File: config.mk
export PLATFORM = sky130hd
export DESIGN_NAME = prot_csr_bank
export DESIGN_NICKNAME = d
export VERILOG_FILES = /design/src/rtl/prot_csr_pkg.sv /design/src/rtl/prot_csr_decode.sv /design/src/rtl/prot_lock_map.sv /design/src/rtl/prot_cfg_lane.sv /design/src/rtl/prot_csr_bank.sv
export SDC_FILE = /design/constraint.sdc
export NUM_CORES = 1
export LEC_CHECK = 0
export BUFFER_PORTS_ARGS = -buffer_cell sky130_fd_sc_hd__buf_4
export CAP_MARGIN = 20
export CELL_PAD_IN_SITES_DETAIL_PLACEMENT = 1
export CELL_PAD_IN_SITES_GLOBAL_PLACEMENT = 2
export CORE_ASPECT_RATIO = 1.25
export CORE_MARGIN = 4
export CORE_UTILIZATION = 35
export CTS_CLUSTER_DIAMETER = 120
export DETAILED_ROUTE_END_ITERATION = 16
export MAX_ROUTING_LAYER = met4
export PLACE_DENSITY_LB_ADDON = 0.1
export SLEW_MARGIN = 20
export SYNTH_ARGS = -nofsm -noshare
export SYNTH_HDL_FRONTEND = slang
export SYNTH_HIERARCHICAL = 1
export SYNTH_SLANG_ARGS = --single-unit
File: constraint.sdc
create_clock -name clk -period 3.55 [get_ports clk]
set_input_delay 0.5325 -clock clk [delete_from_list [all_inputs] [get_ports clk]]
set_output_delay 0.5325 -clock clk [all_outputs]
set_load 0.02 [all_outputs]
File: src/rtl/prot_csr_pkg.sv
package prot_csr_pkg;

    localparam logic [1:0] PRIV_M = 2'b11;

    typedef enum logic [1:0] {
        MATCH_OFF   = 2'd0,
        MATCH_TOR   = 2'd1,
        MATCH_NA4   = 2'd2,
        MATCH_NAPOT = 2'd3
    } match_e;

    typedef struct packed {
        logic       lock;
        logic [1:0] rsvd;
        match_e     mode;
        logic       x;
        logic       w;
        logic       r;
    } ent_cfg_t;

    // Repair a raw byte into a legal configuration value.
    function automatic ent_cfg_t legalize_cfg(input logic [7:0] raw);
        ent_cfg_t c;
        c      = ent_cfg_t'(raw);
        c.rsvd = 2'b00;
        if (c.w && !c.r) begin
            c.w = 1'b0;
        end
        return c;
    endfunction

endpackage

File: src/rtl/prot_csr_decode.sv
module prot_csr_decode #(
    parameter int unsigned ADDR_W    = 12,
    parameter int unsigned N_ENTRY   = 16,
    parameter int unsigned N_CFG     = 4,
    parameter logic [11:0] CFG_BASE  = 12'h3A0,
    parameter logic [11:0] ADDR_BASE = 12'h3B0,
    localparam int unsigned CFG_IDX_W = $clog2(N_CFG),
    localparam int unsigned ENT_IDX_W = $clog2(N_ENTRY)
) (
    input  logic                 csr_valid,
    input  logic                 csr_we,
    input  logic [ADDR_W-1:0]    csr_addr,
    input  logic [1:0]           priv_lvl,
    output logic                 sel_cfg,
    output logic                 sel_addr,
    output logic                 wr_cfg,
    output logic                 wr_addr,
    output logic [CFG_IDX_W-1:0] cfg_idx,
    output logic [ENT_IDX_W-1:0] addr_idx,
    output logic                 illegal
);
    import prot_csr_pkg::*;

    localparam logic [ADDR_W-1:0] N_CFG_L   = ADDR_W'(N_CFG);
    localparam logic [ADDR_W-1:0] N_ENT_L   = ADDR_W'(N_ENTRY);

    logic [ADDR_W-1:0] off_cfg;
    logic [ADDR_W-1:0] off_addr;
    logic              in_cfg;
    logic              in_addr;
    logic              priv_ok;

    always_comb begin
        off_cfg  = csr_addr - CFG_BASE;
        off_addr = csr_addr - ADDR_BASE;
        in_cfg   = off_cfg < N_CFG_L;
        in_addr  = off_addr < N_ENT_L;
        priv_ok  = priv_lvl == PRIV_M;
        sel_cfg  = csr_valid && priv_ok && in_cfg;
        sel_addr = csr_valid && priv_ok && in_addr;
        wr_cfg   = sel_cfg && csr_we;
        wr_addr  = sel_addr && csr_we;
        cfg_idx  = off_cfg[CFG_IDX_W-1:0];
        addr_idx = off_addr[ENT_IDX_W-1:0];
        illegal  = csr_valid && (!priv_ok || !(in_cfg || in_addr));
    end

endmodule

File: src/rtl/prot_lock_map.sv
module prot_lock_map #(
    parameter int unsigned N_ENTRY = 16
) (
    input  prot_csr_pkg::ent_cfg_t [N_ENTRY-1:0] cfg,
    output logic [N_ENTRY-1:0]                   cfg_frozen,
    output logic [N_ENTRY-1:0]                   addr_frozen
);
    import prot_csr_pkg::*;

    for (genvar i = 0; i < N_ENTRY; i++) begin : g_ent
        assign cfg_frozen[i] = cfg[i].lock;
        if (i < N_ENTRY - 1) begin : g_has_upper
            // Upper neighbour in top-of-range mode uses this register as its base.
            assign addr_frozen[i] = cfg[i].lock
                                  || (cfg[i+1].lock && (cfg[i+1].mode == MATCH_TOR));
        end else begin : g_top
            assign addr_frozen[i] = cfg[i].lock;
        end
    end

endmodule

File: src/rtl/prot_cfg_lane.sv
module prot_cfg_lane (
    input  prot_csr_pkg::ent_cfg_t cur,
    input  logic [7:0]             wbyte,
    input  logic                   lane_we,
    input  logic                   frozen,
    output prot_csr_pkg::ent_cfg_t nxt
);
    import prot_csr_pkg::*;

    always_comb begin
        if (lane_we && !frozen) begin
            nxt = legalize_cfg(wbyte);
        end else begin
            nxt = cur;
        end
    end

endmodule

File: src/rtl/prot_csr_bank.sv
module prot_csr_bank #(
    parameter int unsigned N_ENTRY   = 16,
    parameter int unsigned XLEN      = 32,
    parameter int unsigned ADDR_W    = 12,
    parameter logic [11:0] CFG_BASE  = 12'h3A0,
    parameter logic [11:0] ADDR_BASE = 12'h3B0
) (
    input  logic                    clk,
    input  logic                    rst_n,
    input  logic                    csr_valid,
    input  logic                    csr_we,
    input  logic [ADDR_W-1:0]       csr_addr,
    input  logic [XLEN-1:0]         csr_wdata,
    input  logic [1:0]              priv_lvl,
    output logic [XLEN-1:0]         csr_rdata,
    output logic                    csr_illegal,
    output logic [8*N_ENTRY-1:0]    cfg_flat,
    output logic [XLEN*N_ENTRY-1:0] addr_flat
);
    import prot_csr_pkg::*;

    localparam int unsigned LANES     = XLEN / 8;
    localparam int unsigned N_CFG     = N_ENTRY / LANES;
    localparam int unsigned CFG_IDX_W = $clog2(N_CFG);
    localparam int unsigned ENT_IDX_W = $clog2(N_ENTRY);

    typedef struct packed {
        ent_cfg_t [N_ENTRY-1:0]            cfg;
        logic     [N_ENTRY-1:0][XLEN-1:0]  addr;
    } bank_t;

    bank_t st_d;
    bank_t st_q;

    logic                 sel_cfg;
    logic                 sel_addr;
    logic                 wr_cfg;
    logic                 wr_addr;
    logic [CFG_IDX_W-1:0] cfg_idx;
    logic [ENT_IDX_W-1:0] addr_idx;
    logic [N_ENTRY-1:0]   cfg_frozen;
    logic [N_ENTRY-1:0]   addr_frozen;
    logic [N_ENTRY-1:0]   lane_we;
    ent_cfg_t [N_ENTRY-1:0]          lane_nxt;
    logic [N_CFG-1:0][XLEN-1:0]      cfg_word;

    prot_csr_decode #(
        .ADDR_W    (ADDR_W),
        .N_ENTRY   (N_ENTRY),
        .N_CFG     (N_CFG),
        .CFG_BASE  (CFG_BASE),
        .ADDR_BASE (ADDR_BASE)
    ) u_dec (
        .csr_valid (csr_valid),
        .csr_we    (csr_we),
        .csr_addr  (csr_addr),
        .priv_lvl  (priv_lvl),
        .sel_cfg   (sel_cfg),
        .sel_addr  (sel_addr),
        .wr_cfg    (wr_cfg),
        .wr_addr   (wr_addr),
        .cfg_idx   (cfg_idx),
        .addr_idx  (addr_idx),
        .illegal   (csr_illegal)
    );

    prot_lock_map #(
        .N_ENTRY (N_ENTRY)
    ) u_lock (
        .cfg         (st_q.cfg),
        .cfg_frozen  (cfg_frozen),
        .addr_frozen (addr_frozen)
    );

    for (genvar i = 0; i < N_ENTRY; i++) begin : g_lane
        localparam int unsigned WORD = i / LANES;
        localparam int unsigned POS  = i % LANES;

        assign lane_we[i] = wr_cfg && (cfg_idx == CFG_IDX_W'(WORD));
        assign cfg_word[WORD][8*POS +: 8] = st_q.cfg[i];

        prot_cfg_lane u_lane (
            .cur     (st_q.cfg[i]),
            .wbyte   (csr_wdata[8*POS +: 8]),
            .lane_we (lane_we[i]),
            .frozen  (cfg_frozen[i]),
            .nxt     (lane_nxt[i])
        );
    end

    // Next-state computation.
    always_comb begin
        st_d     = st_q;
        st_d.cfg = lane_nxt;
        if (wr_addr && !addr_frozen[addr_idx]) begin
            st_d.addr[addr_idx] = csr_wdata;
        end
    end

    // Read path.
    always_comb begin
        csr_rdata = '0;
        if (sel_cfg) begin
            csr_rdata = cfg_word[cfg_idx];
        end else if (sel_addr) begin
            csr_rdata = st_q.addr[addr_idx];
        end
    end

    always_ff @(posedge clk or negedge rst_n) begin
        if (!rst_n) begin
            st_q <= '0;
        end else begin
            st_q <= st_d;
        end
    end

    assign cfg_flat  = st_q.cfg;
    assign addr_flat = st_q.addr;

endmodule

==> flow_metrics.tcl, run 1 <==
set metrics [dict create \
    hold_path_class "in2reg" \
    finalSetupViolations 0 \
    grt_first_pass_wirelength_um 188000 \
    grtUsageTotal_pct 29.1 \
    antenna_found_initial 1 \
    run_status "finished clean" \
    die_height_um 338 \
    setup.worst_path.end_class "primary output" \
    syn-cell-area_mm2 0.0304 \
    power.share.switching_pct 24.0 \
    start_kind "primary input" \
    worst_ep_required_time_ps 3020 \
    routed_wl_um 134000 \
    grt_pass1_vias 24400 \
    timing.hold.worst_path_depth 2 \
    finalClockSkew_ps 23.6 \
    cap_viol_max_count 0 \
    reg2reg_depth 5 \
    synthesis.nets 2283 \
    postRouteAntennaNets 0 \
    clock-root-buffer "sky130_fd_sc_hd__clkbuf_16" \
    post_synthesis_sequential_area_ratio_pct 52.6 \
    hold_path.startpoint "csr_wdata[22]" \
    fp.dieW_um 272 \
    setup_crit_path_kind "in2out" \
    critPathArrivalTime_ps 2870 \
    tritoncts "yes" \
    p_seq_share_pct 47.2 \
    path_max_fanout 18 \
    cts_buffer_depth 3 \
    layout.filler_cells 8849 \
    cts_htree_levels 3 \
    diodes 0 \
    layout_worst_path_cycle_share_pct 95.8 \
    grt_max_degree 90 \
    clk_pin_slew_ps 60 \
    numPlacedInstances 4000 \
    instances_no_fill 4127 \
    finalCriticalPeriod_ps 3400 \
    finalHoldViolCount 0 \
    clkPwrFrac_pct 47.7 \
    r2r_slack_ps 1410 \
    finish.net_count 2968 \
    design.die.area_mm2 0.0918 \
    internal_power_uw 11800 \
    static-leakage-power_uw 0.0214 \
    worst_hold_path.endpoint "addr_flat[182]" \
    timing_max_transition_violations_final 0 \
    placement_rows 120 \
    power.switching_uw 3710 \
    grt_overflow 0 \
    critical_path.reg2reg.startpoint "cfg_flat[87]" \
    numPortBuffers 722 \
    synth_to_final_area_change_pct 30.1 \
    ys_warn_count 6 \
    hpwlAfterDp_um 96400 \
    ys_async_sr_fraction_pct 100 \
    synth.avg_cell_area_um2 13.6 \
    numCtsBuffers 72 \
    most_common_flop_cell_mapped_by_yosys "sky130_fd_sc_hd__dfrtp_1" \
    rsz0062_at_grt "no" \
    power_density_mw_per_mm2 391 \
    slew_headroom_pct 48.7 \
    max_clock_freq_mhz 294 \
    floorplan.io_pins 723 \
    dr.pass1.iters 5 \
    r2r_end "addr_flat[317]" \
    tns_ps 0 \
    initialDrtViolationCount 1191 \
    postSynthCellCount 2231 \
    layout-drive-gt1-share_pct 48.5 \
    core_footprint_mm2 0.0860 \
    place.gp.congestion 0.895 \
    cts_sinks 640 \
    vias_per_cell 5.34 \
    remaining_drc_errors 0 \
    count_of_cell_types_in_the_netlist 41 \
    peakVddDrop_uv 338 \
    num_vias 22000 \
    routedWlPerCell_um 32.4 \
    multiInputGateArea_mm2 0.0133 \
    insertion_delay_ps 630 \
    synth_edf_count 0 \
    sequential_cell_area_mm2 0.0160 \
    tightestPinTransition_ps 769 \
    effective_utilization_at_floorplan_pct 35.4 \
    ys_seq_elements 640 \
    p_comb_share_pct 5.1 \
]
[worst max-delay path, stage by stage]
cell and delay, ps:
sky130_fd_sc_hd__buf_4 120, sky130_fd_sc_hd__nor4b_4 320, sky130_fd_sc_hd__mux2_2 230, sky130_fd_sc_hd__nand3_1 160, sky130_fd_sc_hd__nor2_1 180, sky130_fd_sc_hd__or3b_4 410, sky130_fd_sc_hd__buf_4 260, sky130_fd_sc_hd__a21oi_1 200
sky130_fd_sc_hd__nand3_1 90, sky130_fd_sc_hd__nand3_1 150, sky130_fd_sc_hd__buf_4 170
[final cells by class]
type	count	area share, %
inverter	19	0.180
clock buffer	107	5.39
multi-input combinational	1364	33.6
sequential	640	40.4
clock inverter	19	0.360
timing repair buffer	819	16.4
tap	1159	3.66
[cell usage in the layout (no fill, tap or decap), types with 74 or more instances in the layout]
| master | synthesis | layout |
|---|---|---|
| sky130_fd_sc_hd__clkbuf_16 | 0 | 74 |
| sky130_fd_sc_hd__mux2_1 | 159 | 159 |
| sky130_fd_sc_hd__mux2_2 | 325 | 325 |
| sky130_fd_sc_hd__nand2_1 | 130 | 130 |
| sky130_fd_sc_hd__buf_4 | 26 | 790 |
| sky130_fd_sc_hd__mux2i_1 | 272 | 272 |
| sky130_fd_sc_hd__mux2_4 | 110 | 110 |
| sky130_fd_sc_hd__dfrtp_1 | 640 | 640 |
| sky130_fd_sc_hd__nand3_1 | 99 | 99 |
[worst max-delay path by stage]
stage                      startpoint             to  slack (ps)  depth (start not counted)
after floorplan           csr_addr[5]  csr_rdata[10]         530                         12
after global placement    csr_addr[9]  csr_rdata[27]          90                         11
after detailed placement  csr_addr[9]  csr_rdata[10]         110                         11
after CTS                 csr_addr[9]  csr_rdata[27]          80                         11
after global routing      csr_addr[9]  csr_rdata[27]          30                         11
final                     csr_addr[9]  csr_rdata[10]         150                         11
[stage by stage]
stage / total power (µW) / util [%] / instance area (µm²) / worst slack (ps) / hold slack, ps
2_1_floorplan: 7760 / - / 30400 / 535 / 237
3_3_place_gp: 8230 / 43.4 / 37300 / 87.7 / 494
3_5_place_dp: 8240 / 43.4 / 37300 / 106 / 497
4_1_cts: 15700 / 46.0 / 39600 / 83.8 / 231
5_1_grt: 16000 / 46.0 / 39600 / 27.8 / 277
6_report: 15500 / 46.0 / 39600 / 148 / 278
[flip-flops by register name (all words and copies together) (netlist names)]
name,count
cfg_flat,128
addr_flat,512
[kinds of logic after synthesis]
| logic type | Yosys count | synth area share (%) |
|---|---|---|
| multiplexers | 898 | 34.6 |
| flip-flops | 640 | 52.6 |
| AO/OA/AOI/OAI | 144 | 3.04 |
| AND/OR/NAND/NOR | 320 | 5.62 |
| buffers and inverters | 227 | 4.03 |
| adder cells (fa/ha/maj) | 2 | 0.0822 |
[power groups by stage]
stage	Combinational (µW)	Sequential, µW	Clock, µW
final	791	7310	7380
after detailed placement	805	7440	0
after CTS	807	7300	7580
after global placement	791	7440	0
after global routing	852	7300	7860
after floorplan	314	7440	0
[per-layer routing]
layer	global-route usage, %	vias up	routed length, µm
met5	-	-	0
met4	9.28	0	4480
met3	6.53	174	8440
met2	49.1	708	66800
met1	34.8	11800	53900
li1	-	9344	-
[cell usage after synthesis (19+ instances only)]
cell / number / share of area, %
sky130_fd_sc_hd__buf_6: 25 / 0.92
sky130_fd_sc_hd__mux4_2: 32 / 2.4
sky130_fd_sc_hd__nand3_1: 99 / 1.6
sky130_fd_sc_hd__and2_1: 33 / 0.68
sky130_fd_sc_hd__buf_4: 26 / 0.64
sky130_fd_sc_hd__mux2_4: 110 / 5.4
sky130_fd_sc_hd__mux2_1: 159 / 5.9
sky130_fd_sc_hd__buf_2: 71 / 1.2
sky130_fd_sc_hd__a21oi_1: 64 / 1.1
sky130_fd_sc_hd__nand2_1: 130 / 1.6
sky130_fd_sc_hd__mux2_2: 325 / 12
sky130_fd_sc_hd__inv_1: 19 / 0.23
sky130_fd_sc_hd__mux2i_1: 272 / 8.9
sky130_fd_sc_hd__clkbuf_1: 80 / 0.99
sky130_fd_sc_hd__dfrtp_1: 640 / 53
sky130_fd_sc_hd__a22oi_1: 64 / 1.6
[what timing repair did]
action,4_1_cts,5_1_grt
gates resized for setup,0,1
setup buffers,0,0
endpoints found under the hold margin,60,0
endpoints found under the setup margin,0,11
hold buffers,1,0
(Power assumes the default switching activity.)
==> run 2, diff against run 1 <==
Settings changed: CELL_PAD_IN_SITES_DETAIL_PLACEMENT 1 to not set, CELL_PAD_IN_SITES_GLOBAL_PLACEMENT 2 to not set, PLACE_DENSITY_LB_ADDON 0.1 to not set, SKIP_CTS_REPAIR_TIMING set to 1.
==> flow_metrics.tcl, run 2 (synthesis results as in run 1) <==
set metrics [dict create \
    run_status "finished, violations left" \
    violated_checks "hold timing" \
    vias_per_cell 5.42 \
    placement.setup.worst_slack_ps 289 \
    fp.dieW_um 272 \
    finalSetupViolations 0 \
    effective_utilization_at_floorplan_pct 35.4 \
    rsz0062_at_grt "no" \
    layout-drive-gt1-share_pct 48.2 \
    timing.critical_path.cells "buf_4, nor4b_2, mux2_2, nand3_1, nor2_1, or3b_2, buf_4, a21oi_1, nand3_1, nand3_1, buf_4" \
    sequential_cell_area_mm2 0.0160 \
    cp_top_family "simple AND/OR/NAND/NOR gates" \
    dr.pass1.iters 5 \
    setup_crit_path_kind "in2out" \
    hpwlAfterDp_um 89800 \
    insertion_delay_ps 630 \
    worst_path_largest_cell_delay_ps 470 \
    cp_num_cells 11 \
    clock-root-buffer "sky130_fd_sc_hd__clkbuf_16" \
    fin_ws_ps 192 \
    placement_rows 120 \
    peakVddDrop_uv 353 \
    numPortBuffers 722 \
    setup.worst_path.end_class "primary output" \
    reg2reg_depth 4 \
    final_common_cell "sky130_fd_sc_hd__buf_4" \
    finalCriticalPeriod_ps 3360 \
    static-leakage-power_uw 0.0213 \
    remaining_drc_errors 0 \
    critPathSlowestCell "sky130_fd_sc_hd__or3b_2" \
    tightestPinTransition_ps 973 \
    tns_ps 0 \
    internal_power_uw 11700 \
    hold_path_class "in2async" \
    antenna_found_initial 2 \
    start_kind "primary input" \
    worst_setup_path_endpoint "csr_rdata[15]" \
    path_max_fanout 18 \
    critPathArrivalTime_ps 2830 \
    cap_viol_max_count 0 \
    layout.cells.most_common_list "sky130_fd_sc_hd__buf_4 (786), sky130_fd_sc_hd__dfrtp_1 (640), sky130_fd_sc_hd__mux2_2 (325), sky130_fd_sc_hd__mux2i_1 (272), sky130_fd_sc_hd__mux2_1 (159)" \
    initialDrtViolationCount 1516 \
    r2r_end "addr_flat[44]" \
    total_power_uw 15400 \
    largest_reg_flops 512 \
    routed_wl_um 127000 \
    layout.filler_cells 7884 \
    slew_headroom_pct 35.2 \
    num_vias 22300 \
    finalClockSkew_ps 21.0 \
    tritoncts "yes" \
    floorplan.io_pins 723 \
    cts_htree_levels 3 \
    layout_worst_path_cycle_share_pct 94.6 \
    timing_max_transition_violations_final 0 \
    grt_overflow 0 \
    cts_sinks 640 \
    cts_buffer_depth 3 \
    power.share.switching_pct 23.9 \
    core_footprint_mm2 0.0860 \
    numCtsBuffers 70 \
    critPathLaunch "csr_addr[9]" \
    grtUsageTotal_pct 27.7 \
    design.die.area_mm2 0.0918 \
    finish.net_count 2957 \
    critical_path.reg2reg.startpoint "cfg_flat[23]" \
    grt_pass1_vias 23600 \
    clk_pin_slew_ps 60 \
    r2r_slack_ps 1150 \
    grt_max_degree 91 \
    p_comb_share_pct 5.1 \
    die_height_um 338 \
    grt_first_pass_wirelength_um 179000 \
    p_seq_share_pct 47.3 \
    worst_ep_required_time_ps 3020 \
    crit_buf_inv 3 \
    hold_slack_ps -36.1 \
    multiInputGateArea_mm2 0.0133 \
    place.gp.congestion 0.929 \
    clkPwrFrac_pct 47.6 \
    synth_to_final_area_change_pct 29.7 \
    power.switching_uw 3700 \
    finalHoldViolCount 16 \
    max_clock_freq_mhz 298 \
    postRouteAntennaNets 0 \
    power_density_mw_per_mm2 391 \
    routedWlPerCell_um 30.9 \
]
[run 2: worst reg2reg max path: cells and delay by family (launching register included)]
kind / cells / cell delay, ps
flip-flops: 1 / 580
AO/OA/AOI/OAI: 1 / 310
multiplexers: 1 / 460
AND/OR/NAND/NOR: 2 / 940
[run 2: final cells by class]
class,instances,share of cell area (%)
repair buffers,810,16.1
well taps,1159,3.67
flip-flops and latches,640,40.6
clock inverters,18,0.583
multi-input cells,1364,33.7
inverters,19,0.181
clock buffers,105,5.15
diodes,3,0.0190
[run 2: metal layers]
layer	GRT usage [%]	up-vias	wire length [µm]
met3	6.47	247	9740
met1	32.5	11700	49400
li1	-	9337	-
met4	10.9	0	5460
met5	-	-	0
met2	46.2	992	62900
[run 2: worst min-delay path by stage]
stage / endpoint / slack, ps / start / cells past startpoint
finish: addr_flat[505] / -40 / rst_n / 1
global route: addr_flat[505] / 0.8 / rst_n / 1
CTS: addr_flat[505] / -40 / rst_n / 1
detailed placement: cfg_flat[62] / 500 / cfg_flat[62] / 1
global placement: cfg_flat[109] / 500 / cfg_flat[109] / 1
floorplan: addr_flat[0] / 240 / rst_n / 0
[run 2: through the flow]
step                hold WS (ps)  instance area, µm²  cells  utilization, %
global route               0.797               39500   4116            45.9
CTS                        -35.8               39500   4115            45.9
finish                     -36.1               39500   4118            45.9
global placement             499               37200   3992            43.3
floorplan                    237               30400   2231               -
detailed placement           499               37200   3992            43.3
[run 2: power groups by stage]
stage	combinational [µW]	clock, µW	sequential [µW]
floorplan	314	0	7440
global placement	783	0	7440
detailed placement	795	0	7440
CTS	795	7530	7300
global route	846	7780	7300
finish	790	7350	7310
==> run 3, diff against run 2 <==
Settings changed: CAP_MARGIN 20 to 5, GPL_TIMING_DRIVEN set to 0.
==> flow_metrics.tcl, run 3 (synthesis results as in run 1) <==
set metrics [dict create \
    run_status "finished clean" \
    place.gp.congestion 0.926 \
    fin_ws_ps 39.8 \
    synth_to_final_area_change_pct 31.0 \
    hold_path_class "in2reg" \
    grt_pass1_vias 24600 \
    r2r_slack_ps 740 \
    critPathLaunch "csr_addr[6]" \
    grt_overflow 0 \
    m1WireLength_um 54300 \
    final_core_utilization_pct 46.4 \
    initialDrtViolationCount 1537 \
    timing.hold.worst_path_depth 2 \
    routed-wl-met3_um 9740 \
    numPortBuffers 720 \
    num_vias 23200 \
    max_clock_freq_mhz 285 \
    hold_path.startpoint "csr_wdata[5]" \
    grt_first_pass_wirelength_um 194000 \
    dr.pass1.iters 5 \
    wl_met2_um 69400 \
    layout.cells.most_common_list "sky130_fd_sc_hd__buf_4 (754), sky130_fd_sc_hd__dfrtp_1 (640), sky130_fd_sc_hd__mux2_2 (325), sky130_fd_sc_hd__mux2i_1 (272), sky130_fd_sc_hd__mux2_1 (159)" \
    core_footprint_mm2 0.0860 \
    r2r_end "addr_flat[278]" \
    critPathArrivalTime_ps 2980 \
    routed_wl_um 141000 \
    hpwlAfterDp_um 104000 \
    insertion_delay_ps 630 \
    finalCriticalPeriod_ps 3510 \
    largest_reg_flops 512 \
    finalClockSkew_ps 22.9 \
    reg2reg_depth 6 \
    cap_viol_max_count 0 \
    layout_worst_path_cycle_share_pct 98.9 \
    tns_ps 0 \
    grtUsageTotal_pct 30.6 \
    floorplan.io_pins 723 \
    setup_crit_path_kind "in2out" \
    routedWlPerCell_um 33.1 \
    cts_htree_levels 3 \
    clk_pin_slew_ps 60 \
    postRouteAntennaNets 0 \
    worst_setup_path_endpoint "csr_rdata[30]" \
    critical_path.reg2reg.startpoint "cfg_flat[79]" \
    diodes 0 \
    path_max_fanout 10 \
    post_dp_cell_area_mm2 0.0376 \
    rsz0062_at_grt "yes" \
    finish.net_count 3086 \
    grt_max_degree 104 \
    numCtsBuffers 70 \
    setup.worst_path.end_class "primary output" \
    static-leakage-power_uw 0.0216 \
    placement_rows 120 \
    finalHoldViolCount 0 \
    cts_buffer_depth 3 \
    slew_headroom_pct 30.5 \
    finalSetupViolations 0 \
    clock-root-buffer "sky130_fd_sc_hd__clkbuf_16" \
    power_density_mw_per_mm2 388 \
    effective_utilization_at_floorplan_pct 35.4 \
    antenna_found_initial 2 \
    design.die.area_mm2 0.0918 \
    start_kind "primary input" \
    tritoncts "yes" \
    timing_max_transition_violations_final 0 \
    layout-drive-gt1-share_pct 47.9 \
    placement.setup.worst_slack_ps -908 \
    total_power_uw 15500 \
    fp.dieW_um 272 \
    peakVddDrop_uv 349 \
    tightestPinTransition_ps 1040 \
    cts_sinks 640 \
    worst_ep_required_time_ps 3020 \
    vias_per_cell 5.46 \
    die_height_um 338 \
    remaining_drc_errors 0 \
    route.top_layer_used "met4" \
    final_common_cell "sky130_fd_sc_hd__buf_4" \
    final_area_mm2 0.0399 \
]
==> run 3: power by group <==
part	internal, µW	switching (µW)	total (µW)
registers	7300	5.42	7310
clock network	4180	3130	7310
logic	225	634	859
total	11700	3770	15500
==> run 3: routing by layer <==
| layer | vias up | global-route usage, % |
|---|---|---|
| met5 | - | - |
| met4 | 0 | 13.1 |
| met3 | 287 | 6.64 |
| met2 | 1066 | 51.4 |
| met1 | 12200 | 35.6 |
| li1 | 9604 | - |
==> run 3: final cells by class <==
cell class	instances	area (µm²)
inverters	19	71.3
multi-input cells	1364	13200
well taps	1159	1450
flip-flops and latches	640	16000
clock buffers	99	1970
fillers	7930	46100
plain buffers	206	1210
repair buffers	733	5670
clock inverters	21	268
==> run 3: worst min path at each step <==
stage | slack [ps] | endpoint
detailed placement | 470 | addr_flat[247]
global placement | 490 | cfg_flat[93]
finish | 200 | addr_flat[453]
global route | 190 | addr_flat[109]
CTS | -210 | addr_flat[247]
floorplan | 240 | addr_flat[0]
==> run 3: through the flow <==
stage,hold slack [ps],std cells
2_1_floorplan,237,2231
3_3_place_gp,493,4110
3_5_place_dp,465,4120
4_1_cts,-212,4240
5_1_grt,187,4241
6_report,197,4241
==> run 3: worst max-delay path, stage by stage <==
cell,delay [ps]
sky130_fd_sc_hd__buf_4,130
sky130_fd_sc_hd__inv_1,90
sky130_fd_sc_hd__ha_1,160
sky130_fd_sc_hd__mux2_1,330
sky130_fd_sc_hd__nand3_2,130
sky130_fd_sc_hd__nor2_1,50
sky130_fd_sc_hd__clkbuf_4,190
sky130_fd_sc_hd__or3b_4,490
sky130_fd_sc_hd__buf_4,260
sky130_fd_sc_hd__a21oi_1,160
sky130_fd_sc_hd__nand3_1,120
sky130_fd_sc_hd__nand3_1,150
sky130_fd_sc_hd__buf_4,170
